## config.mk

```make
export PLATFORM = sky130hd
export DESIGN_NAME = card_clk_gen
export DESIGN_NICKNAME = d
export VERILOG_FILES = /design/src/rtl/card_clk_pkg.sv /design/src/rtl/card_clk_host_div.sv /design/src/rtl/card_clk_slot.sv /design/src/rtl/card_clk_upd.sv /design/src/rtl/card_clk_gen.sv
export SDC_FILE = /design/constraint.sdc
export NUM_CORES = 1
export LEC_CHECK = 0
export ABC_AREA = 1
export CAP_MARGIN = 20
export CORE_MARGIN = 2
export CORE_UTILIZATION = 59
export CTS_CLUSTER_SIZE = 12
export DETAILED_ROUTE_END_ITERATION = 6
export DONT_BUFFER_PORTS = 1
export PLACE_DENSITY_LB_ADDON = 0.2
export SLEW_MARGIN = 30
export SYNTH_ARGS = -nofsm -noshare
export SYNTH_HDL_FRONTEND = slang
export SYNTH_HIERARCHICAL = 1
export SYNTH_SLANG_ARGS = --single-unit
```

## constraint.sdc

```tcl
create_clock -name clk -period 3.17 [get_ports clk]
set_input_delay 0.317 -clock clk [delete_from_list [all_inputs] [get_ports clk]]
set_output_delay 0.317 -clock clk [all_outputs]
set_load 0.005 [all_outputs]
```

## src/rtl/card_clk_pkg.sv

```systemverilog
package card_clk_pkg;
  // write port address map
  localparam int ADDR_HOST  = 0;
  localparam int ADDR_CTRL  = 1;
  localparam int ADDR_CDIV0 = 2;
endpackage

```

## src/rtl/card_clk_host_div.sv

```systemverilog
module card_clk_host_div #(
  parameter int HDIV_W = 5
) (
  input  logic              clk,
  input  logic              rst,
  input  logic              load,
  input  logic [HDIV_W-1:0] hdiv,
  output logic              tick
);
  logic [HDIV_W-1:0] cnt_q;

  always_comb begin
    if (hdiv <= HDIV_W'(1)) tick = 1'b1;
    else                    tick = (cnt_q == hdiv - HDIV_W'(1));
  end

  always_ff @(posedge clk) begin
    if (rst || load)  cnt_q <= '0;
    else if (tick)    cnt_q <= '0;
    else              cnt_q <= cnt_q + HDIV_W'(1);
  end

  // with a divider above 1 two ticks are never adjacent
  a_r2_tick_spacing: assert property (@(posedge clk) disable iff (rst)
    (tick && hdiv > HDIV_W'(1) && !load) |=> !tick);
endmodule

```

## src/rtl/card_clk_slot.sv

```systemverilog
module card_clk_slot #(
  parameter int CDIV_W = 8
) (
  input  logic              clk,
  input  logic              rst,
  input  logic              load,
  input  logic              tick,
  input  logic [CDIV_W-1:0] cdiv,
  input  logic              en,
  input  logic              lp,
  input  logic              busy,
  output logic              card_clk
);
  logic [CDIV_W-1:0] ccnt_q;
  logic              phase_q, gate_q, clk_q;
  logic              last_c, phase_n, gate_n, want;

  always_comb begin
    last_c  = (cdiv == '0) ? 1'b1 : (ccnt_q == cdiv - CDIV_W'(1));
    want    = en && (!lp || busy);
    if (load)                phase_n = 1'b0;
    else if (tick && last_c) phase_n = !phase_q;
    else                     phase_n = phase_q;
    // gate may only move while the undivided clock is low
    if (load)         gate_n = 1'b0;
    else if (phase_q) gate_n = gate_q;
    else              gate_n = want;
  end

  always_ff @(posedge clk) begin
    if (rst) begin
      ccnt_q  <= '0;
      phase_q <= 1'b0;
      gate_q  <= 1'b0;
      clk_q   <= 1'b0;
    end else begin
      if (load)      ccnt_q <= '0;
      else if (tick) ccnt_q <= last_c ? '0 : ccnt_q + CDIV_W'(1);
      phase_q <= phase_n;
      gate_q  <= gate_n;
      clk_q   <= phase_n && gate_n;
    end
  end

  assign card_clk = clk_q;

  // gate is steady across a high phase of the raw clock
  a_r10_gate_steady: assert property (@(posedge clk) disable iff (rst)
    (phase_q && $past(phase_q)) |-> $stable(gate_q));
  // a closed gate with the slot disabled keeps the output low
  a_r8_off_low: assert property (@(posedge clk) disable iff (rst)
    (!en && !gate_q) |=> !card_clk);
endmodule

```

## src/rtl/card_clk_upd.sv

```systemverilog
module card_clk_upd
  import card_clk_pkg::*;
#(
  parameter int NUM_SLOTS = 2,
  parameter int HDIV_W    = 5,
  parameter int CDIV_W    = 8,
  parameter int DATA_W    = 8,
  parameter int ADDR_W    = 2
) (
  input  logic                             clk,
  input  logic                             rst,
  input  logic                             wr_en,
  input  logic [ADDR_W-1:0]                wr_addr,
  input  logic [DATA_W-1:0]                wr_data,
  input  logic                             upd_start,
  input  logic                             err_clr,
  input  logic                             cmd_busy,
  input  logic                             any_high,
  output logic                             load,
  output logic                             upd_busy,
  output logic                             lock_err,
  output logic [HDIV_W-1:0]                live_hdiv,
  output logic [NUM_SLOTS-1:0][CDIV_W-1:0] live_cdiv,
  output logic [NUM_SLOTS-1:0]             live_en,
  output logic [NUM_SLOTS-1:0]             live_lp
);
  logic [HDIV_W-1:0]                sh_hdiv;
  logic [NUM_SLOTS-1:0][CDIV_W-1:0] sh_cdiv;
  logic [NUM_SLOTS-1:0]             sh_en, sh_lp;
  logic pend_q, err_q, hit_host, hit_ctrl, reject, accept;

  assign hit_host = wr_en && (wr_addr == ADDR_W'(ADDR_HOST));
  assign hit_ctrl = wr_en && (wr_addr == ADDR_W'(ADDR_CTRL));
  assign reject   = upd_start && cmd_busy && !pend_q;
  assign accept   = upd_start && !cmd_busy && !pend_q;
  assign load     = pend_q && !any_high;

  always_ff @(posedge clk) begin
    if (rst) begin
      sh_hdiv <= '0;
      sh_en   <= '0;
      sh_lp   <= '0;
    end else begin
      if (hit_host) sh_hdiv <= wr_data[HDIV_W-1:0];
      if (hit_ctrl) begin
        sh_en <= wr_data[NUM_SLOTS-1:0];
        sh_lp <= wr_data[2*NUM_SLOTS-1:NUM_SLOTS];
      end
    end
  end

  for (genvar i = 0; i < NUM_SLOTS; i++) begin : g_sh
    logic hit_c;
    assign hit_c = wr_en && (wr_addr == ADDR_W'(ADDR_CDIV0 + i));
    always_ff @(posedge clk) begin
      if (rst)        sh_cdiv[i] <= '0;
      else if (hit_c) sh_cdiv[i] <= wr_data[CDIV_W-1:0];
    end
  end

  always_ff @(posedge clk) begin
    if (rst) begin
      pend_q    <= 1'b0;
      err_q     <= 1'b0;
      live_hdiv <= '0;
      live_cdiv <= '0;
      live_en   <= '0;
      live_lp   <= '0;
    end else begin
      if (accept)    pend_q <= 1'b1;
      else if (load) pend_q <= 1'b0;
      if (reject)       err_q <= 1'b1;
      else if (err_clr) err_q <= 1'b0;
      if (load) begin
        live_hdiv <= sh_hdiv;
        live_cdiv <= sh_cdiv;
        live_en   <= sh_en;
        live_lp   <= sh_lp;
      end
    end
  end

  assign upd_busy = pend_q;
  assign lock_err = err_q;

  // a refused request flags the error and leaves the start bit clear
  a_r7_reject: assert property (@(posedge clk) disable iff (rst)
    (upd_start && cmd_busy && !upd_busy) |=> (lock_err && !upd_busy));
  // write-1 clear
  a_r7_clear: assert property (@(posedge clk) disable iff (rst)
    (err_clr && !(upd_start && cmd_busy && !upd_busy)) |=> !lock_err);
  // an accepted request sets the start bit
  a_r6_set: assert property (@(posedge clk) disable iff (rst)
    (upd_start && !cmd_busy && !upd_busy) |=> upd_busy);
  // no load while any card clock is high
  a_r6_hold: assert property (@(posedge clk) disable iff (rst)
    (upd_busy && any_high) |=> upd_busy);
endmodule

```

## src/rtl/card_clk_gen.sv

```systemverilog
module card_clk_gen
  import card_clk_pkg::*;
#(
  parameter int NUM_SLOTS = 2,
  parameter int HDIV_W    = 5,
  parameter int CDIV_W    = 8,
  parameter int DATA_W    = 8,
  localparam int ADDR_W   = $clog2(NUM_SLOTS + ADDR_CDIV0)
) (
  input  logic                 clk,
  input  logic                 rst,
  input  logic                 wr_en,
  input  logic [ADDR_W-1:0]    wr_addr,
  input  logic [DATA_W-1:0]    wr_data,
  input  logic                 upd_start,
  input  logic                 err_clr,
  input  logic                 cmd_busy,
  input  logic [NUM_SLOTS-1:0] slot_busy,
  output logic                 upd_busy,
  output logic                 lock_err,
  output logic [NUM_SLOTS-1:0] card_clk
);
  logic                             load, tick;
  logic [HDIV_W-1:0]                live_hdiv;
  logic [NUM_SLOTS-1:0][CDIV_W-1:0] live_cdiv;
  logic [NUM_SLOTS-1:0]             live_en, live_lp;

  card_clk_upd #(
    .NUM_SLOTS(NUM_SLOTS), .HDIV_W(HDIV_W), .CDIV_W(CDIV_W),
    .DATA_W(DATA_W), .ADDR_W(ADDR_W)
  ) u_upd (
    .clk(clk), .rst(rst), .wr_en(wr_en), .wr_addr(wr_addr), .wr_data(wr_data),
    .upd_start(upd_start), .err_clr(err_clr), .cmd_busy(cmd_busy),
    .any_high(|card_clk), .load(load), .upd_busy(upd_busy), .lock_err(lock_err),
    .live_hdiv(live_hdiv), .live_cdiv(live_cdiv), .live_en(live_en), .live_lp(live_lp)
  );

  card_clk_host_div #(.HDIV_W(HDIV_W)) u_host (
    .clk(clk), .rst(rst), .load(load), .hdiv(live_hdiv), .tick(tick)
  );

  for (genvar i = 0; i < NUM_SLOTS; i++) begin : g_slot
    card_clk_slot #(.CDIV_W(CDIV_W)) u_slot (
      .clk(clk), .rst(rst), .load(load), .tick(tick), .cdiv(live_cdiv[i]),
      .en(live_en[i]), .lp(live_lp[i]), .busy(slot_busy[i]), .card_clk(card_clk[i])
    );
  end
endmodule

```

### Word-level counts from Yosys, hierarchy flattened

Cells that the tools add are included.

| operators by class | value |
|---|---|
| add/sub/neg operators | 6 |
| order comparisons | 1 |
| equal/unequal tests | 6 |
| mux-type cells | 17 |
| reduce and logical (&&, ||, !) cells | 33 |

Operators with widths:

| kind | number |
|---|---|
| adder 8 x 1 -> 8 bit, second input constant | 2 |
| equality test 8 bit | 2 |
| logical NOT 8 bit | 2 |
| two-way mux 8 bit | 2 |
| subtractor 8 x 1 -> 8 bit, second input constant | 2 |
| logical AND 1 bit | 15 |
| two-way mux 1 bit | 15 |
| logical NOT 1 bit | 7 |
| OR reduction 2 bit | 3 |
| adder 5 x 1 -> 5 bit, second input constant | 1 |
| equality test 5 bit | 1 |
| <= comparator 5 x 1 -> 1 bit, second input constant | 1 |
| subtractor 5 x 1 -> 5 bit, second input constant | 1 |
| equality test 2 bit, second input constant | 2 |
| nonzero test 2 bit | 2 |
| logical OR 1 bit | 3 |
| equality test 2 x 1 -> 1 bit, second input constant | 1 |
| logical NOT 2 bit | 1 |

| word-level totals | value |
|---|---|
| register bits after elaboration | 79 |
| output and inout port bits | 4 |
| word-level logic and storage cells | 84 |

### Logic depth before layout (Yosys ltp)

| depth | value |
|---|---|
| depth in word-level cells | 7 |
| mapped depth | 18 |
| depth with buffers taken out | 17 |

### Modules after synthesis

The synthesis kept the hierarchy.

By module, submodules not included:

| module | instances | cells each | area an instance (um2) | sequential area each (um2) |
|---|---|---|---|---|
| card_clk_upd | 1 | 281 | 1999.4 | 1041.0 |
| card_clk_slot | 2 | 131 | 864.6 | 220.2 |
| card_clk_host_div | 1 | 68 | 435.4 | 100.1 |
| card_clk_gen | 1 | 3 | 11.3 | 0.0 |

### Worst setup path before layout

OpenSTA, ideal clock, no wires.

| timing path | value |
|---|---|
| path type | register to register |
| start point | reg u_upd.live_hdiv[0] |
| end point | reg g_slot[0].u_slot.ccnt_q[7] |
| library setup time | 0.116 ns |
| arrival time | 2.080 ns |
| slack | 0.974 ns |
| stages on the path, launching flop included | 18 |
| period minus slack after synthesis | 2.196 ns |
| cell sequence | dfxtp_1 inv_1 ha_1 nand2_1 nand2_1 nor2_1 nand2_1 nor2_2 nand2_2 nand2_1 buf_4 nand2_1 nor3_2 nand3_1 nor2_1 nand2_1 xor2_1 nor2_1 |

| on the way | value |
|---|---|
| longest elaborated chain between the ends | 3 |
| elaborated cells on any way between the ends | 4 |
| those cells by class | add/sub: 1; order compare: 1; eq/ne: 1; mux: 1 |

RTL lines:

| item | RTL line | text |
|---|---|---|
| start, declared | card_clk_upd.sv:22 | `output logic [HDIV_W-1:0] live_hdiv,` |
| start signal, assigned | card_clk_upd.sv:75 | `live_hdiv <= sh_hdiv;` |
| subtractor 5 x 1 -> 5 bit | card_clk_host_div.sv:14 | `else tick = (cnt_q == hdiv - HDIV_W'(1));` |
| equality test 5 bit | card_clk_host_div.sv:14 |  |
| two-way mux 1 bit (*) | card_clk_host_div.sv:13 | `if (hdiv <= HDIV_W'(1)) tick = 1'b1;` |
| via tick | card_clk_gen.sv:23 | `logic load, tick;` |
| end signal, assigned | card_clk_slot.sv:38 | `else if (tick) ccnt_q <= last_c ? '0 : ccnt_q + CDIV_W'(1);` |
| end, declared | card_clk_slot.sv:14 | `logic [CDIV_W-1:0] ccnt_q;` |

The timed path passes the listed nets; every way through them passes the cells marked *.
A chain may end at the register's enable or synchronous reset.

### Worst setup path in the final report

Ends and elaborated chain as after synthesis.

==> impl_metrics.tcl <==
set metrics [dict create \
    outcome "completed" \
    min-delay-start "rst" \
    ys_types 33 \
    min_to "g_slot[1].u_slot/phase_q$_SDFF_PP0_" \
    ios 22 \
    hold_depth 1 \
    p_leak_nw 2.021 \
    hold_ws_ns 0.01875 \
    start_kind "register" \
    via_per_inst 4.889 \
    drt.antenna.violating_nets 0 \
    clock-sinks 79 \
    seq_area_sq_um 1582 \
    avgSynthCellArea_sq_um 6.800 \
    ys_ff_latch 79 \
    synth_top_area_share_pct 37.88 \
    num_antenna_cells 0 \
    port_buffers 0 \
    cts-resized-gates 0 \
    setup_viol 0 \
    synth_simple_gate_area_share_pct 38.27 \
    hp-class "in2reg" \
    cts_setup_buffers 0 \
    fp-row-count 30 \
    synthArstFlopShare_pct 0 \
    crit_path_cell_trace "inv_1 -> ha_1 -> nand2_1 -> nand2_1 -> nor2_1 -> nand2_1 -> nor2_2 -> nand2_2 -> nand2_1 -> nand2_1 -> nor3_2 -> nand3_1 -> nor2_1 -> nand2_1 -> xor2_1 -> nor2_1" \
    fp.dieW_um 88.13 \
    grt_max_degree 51 \
    ys_warn_count 6 \
    antenna_found_initial 0 \
    drt-met1-wl_mm 3.927 \
    wire_per_inst_um 11.45 \
    route.met2.wl_mm 3.776 \
    crit-reg2reg-capture "g_slot[0].u_slot/ccnt_q[7]$_SDFFE_PP0P_" \
    post-dp-hpwl_mm 5.811 \
    synth_seq_area_share_pct 37.88 \
    hold_viol 0 \
    die_y_um 88.13 \
    drv_slew 0 \
    fillers 648 \
    finClkSkew_ns 0.01171 \
    cts-root-buf "clkbuf_8" \
    finalCritPeriodShare_pct 76.46 \
    cp_max_fo 5 \
    synth_top_family_by_area "simple AND/OR/NAND/NOR gates" \
    wl_met3_um 349 \
    die-area_sq_um 7766 \
    grt_pass1_wl_mm 14.10 \
    cts-htree-levels 3 \
    rsz0062_at_grt "no" \
    slowest_delay_ns 0.41 \
    core_area_sq_um 6832 \
    synth-compound-area-share_pct 4.825 \
    nets 639 \
    initial_core_util_pct 61.12 \
    area_delta_synth_final_pct 5.903 \
    multi_input_area_sq_um 2163 \
    num_vias 3486 \
    max_freq_ghz 0.4126 \
    synthTopCellsByCount "nor2_1 (140), nand2_1 (133), dfxtp_1 (79), inv_1 (75), nand3_1 (27)" \
    synth.area.top_cells "dfxtp_1 (38%), nor2_1 (13%), nand2_1 (12%), inv_1 (6.7%), xor2_1 (3.4%)" \
    synth_edf_count 0 \
    route.detailed.drc 0 \
    slew-limit-headroom_pct 52.90 \
    yosys.area_share.adder_pct 2.697 \
    clkSlewWorstSetupHoldPaths_ns 0.09 \
    synth_flop_cell "dfxtp_1" \
    arrival_ns 2.68 \
    grt_overflow_total 0 \
    first_pass_iters 4 \
    critPathKind "reg2reg" \
    synth_largest_area_cell "dfxtp_1" \
    clock_latency_ns 0.37 \
    fin_crit_ns 2.424 \
    synth_area_sq_um 4175 \
    drv_cap 0 \
    worstPathRequired_ns 3.43 \
    finalWirelength_mm 8.161 \
    drtIter0Drc 166 \
    synth_most_common_cell "nor2_1" \
    cts_hold_buf 0 \
    r2r_start "u_upd/live_hdiv[0]$_SDFFE_PP0P_" \
    crit_path_end_kind "register" \
    cpMaxStageDelayCell "dfxtp_1" \
    cts_tree "done" \
    synth.net_count 641 \
    tns_ns 0 \
    cp_common_cell "nand2_1" \
    clock_path_buffers 2 \
    grt_usage_pct 23.14 \
    muxShareOfSynthArea_pct 0 \
    first_global_vias 3284 \
    synth-xor-area-share_pct 6.023 \
    synthCells 614 \
    power.density_nw_per_um2 567.8 \
    rrSetupSlack_ns 0.75 \
    numCtsBuffers 9 \
    route.top_layer_used "met4" \
    max-vdd-ir-drop_uv 355.0 \
    reg2regPathDepth 16 \
    drive_above_1_share_pct 11.67 \
    worst_pin_slew_ns 0.7055 \
    gp_congestion 0.8657 \
]
critical path: cells and delay by family, from the launching register on:
family	cells	cell delay (ns)
xor+xnor	1	0.14
fa+ha+maj	1	0.32
buf+inv	1	0.09
flops	1	0.41
simple gates	13	1.36
stage by stage:
step	setup WS, ns	instances	util [%]	area [sq um]	power (mW)
after floorplan	0.9740	614	-	4175	1.649
after global placement	0.8915	697	61.69	4214	1.716
after detailed placement	0.7987	697	61.69	4214	1.742
after CTS	0.7447	713	64.73	4422	2.526
after global routing	0.5118	713	64.73	4422	2.671
final	0.7463	713	64.73	4422	2.511
sequential cells by signal, indices dropped and copies added (netlist names):
register / cells
g_slot.u_slot/ccnt_q: 16
u_upd/live_cdiv: 16
u_upd/sh_cdiv: 16
u_host/cnt_q: 5
u_upd/live_hdiv: 5
u_upd/sh_hdiv: 5
g_slot.u_slot/card_clk: 2
g_slot.u_slot/gate_q: 2
g_slot.u_slot/phase_q: 2
u_upd/live_en: 2
u_upd/live_lp: 2
u_upd/sh_en: 2
u_upd/sh_lp: 2
u_upd/lock_err: 1
u_upd/upd_busy: 1
layer usage:
metal	up-vias	global-route usage [%]
met1	1560	29.73
li1	1854	-
met3	10	5.184
met5	-	0
met2	62	38.43
met4	0	8.127
how the worst max path moves through the flow:
stage | from | end | slack, ns | cells after the start
2_1_floorplan | u_upd/live_hdiv[0]$_SDFFE_PP0P_ | g_slot[0].u_slot/ccnt_q[7]$_SDFFE_PP0P_ | 0.97 | 17
6_report | u_upd/live_hdiv[0]$_SDFFE_PP0P_ | g_slot[0].u_slot/ccnt_q[7]$_SDFFE_PP0P_ | 0.75 | 16
3_5_place_dp | u_upd/live_hdiv[0]$_SDFFE_PP0P_ | g_slot[0].u_slot/ccnt_q[7]$_SDFFE_PP0P_ | 0.80 | 16
5_1_grt | u_upd/live_hdiv[0]$_SDFFE_PP0P_ | g_slot[1].u_slot/ccnt_q[7]$_SDFFE_PP0P_ | 0.51 | 17
4_1_cts | u_upd/live_hdiv[0]$_SDFFE_PP0P_ | g_slot[0].u_slot/ccnt_q[7]$_SDFFE_PP0P_ | 0.74 | 16
3_3_place_gp | u_upd/live_hdiv[0]$_SDFFE_PP0P_ | g_slot[0].u_slot/ccnt_q[7]$_SDFFE_PP0P_ | 0.89 | 16
layout by cell type (no fill, tap or decap), drive strengths merged, types with 10 or more instances in the layout:
cell,Yosys,routed
nor2,154,154
inv,86,91
nand2,145,145
nand3,36,36
o21ai,30,30
xor2,18,18
dfxtp,79,79
nor3,10,10
cell families (layout without fill, tap and decap cells):
logic type | count (synthesis) | in the layout
simple gates | 355 | 355
compound gates | 39 | 39
fa+ha+maj | 9 | 9
xor+xnor | 27 | 27
buf+inv | 105 | 108
flops | 79 | 79
area by class of cell:
class,count,share of cell area (%)
inverters,91,7.725
well taps,96,2.716
multi-input cells,430,48.92
repair buffers,1,0.1698
clock buffers,9,2.801
flip-flops and latches,79,35.77
clock inverters,7,1.896
report_power, final:
group          total (mW)  internal [mW]  switching [mW]
logic               0.584          0.214           0.371
clock network       0.787          0.380           0.407
registers            1.14           1.07          0.0716
total                2.51           1.66           0.849
No activity file was read; power rests on OpenSTA's default activity.
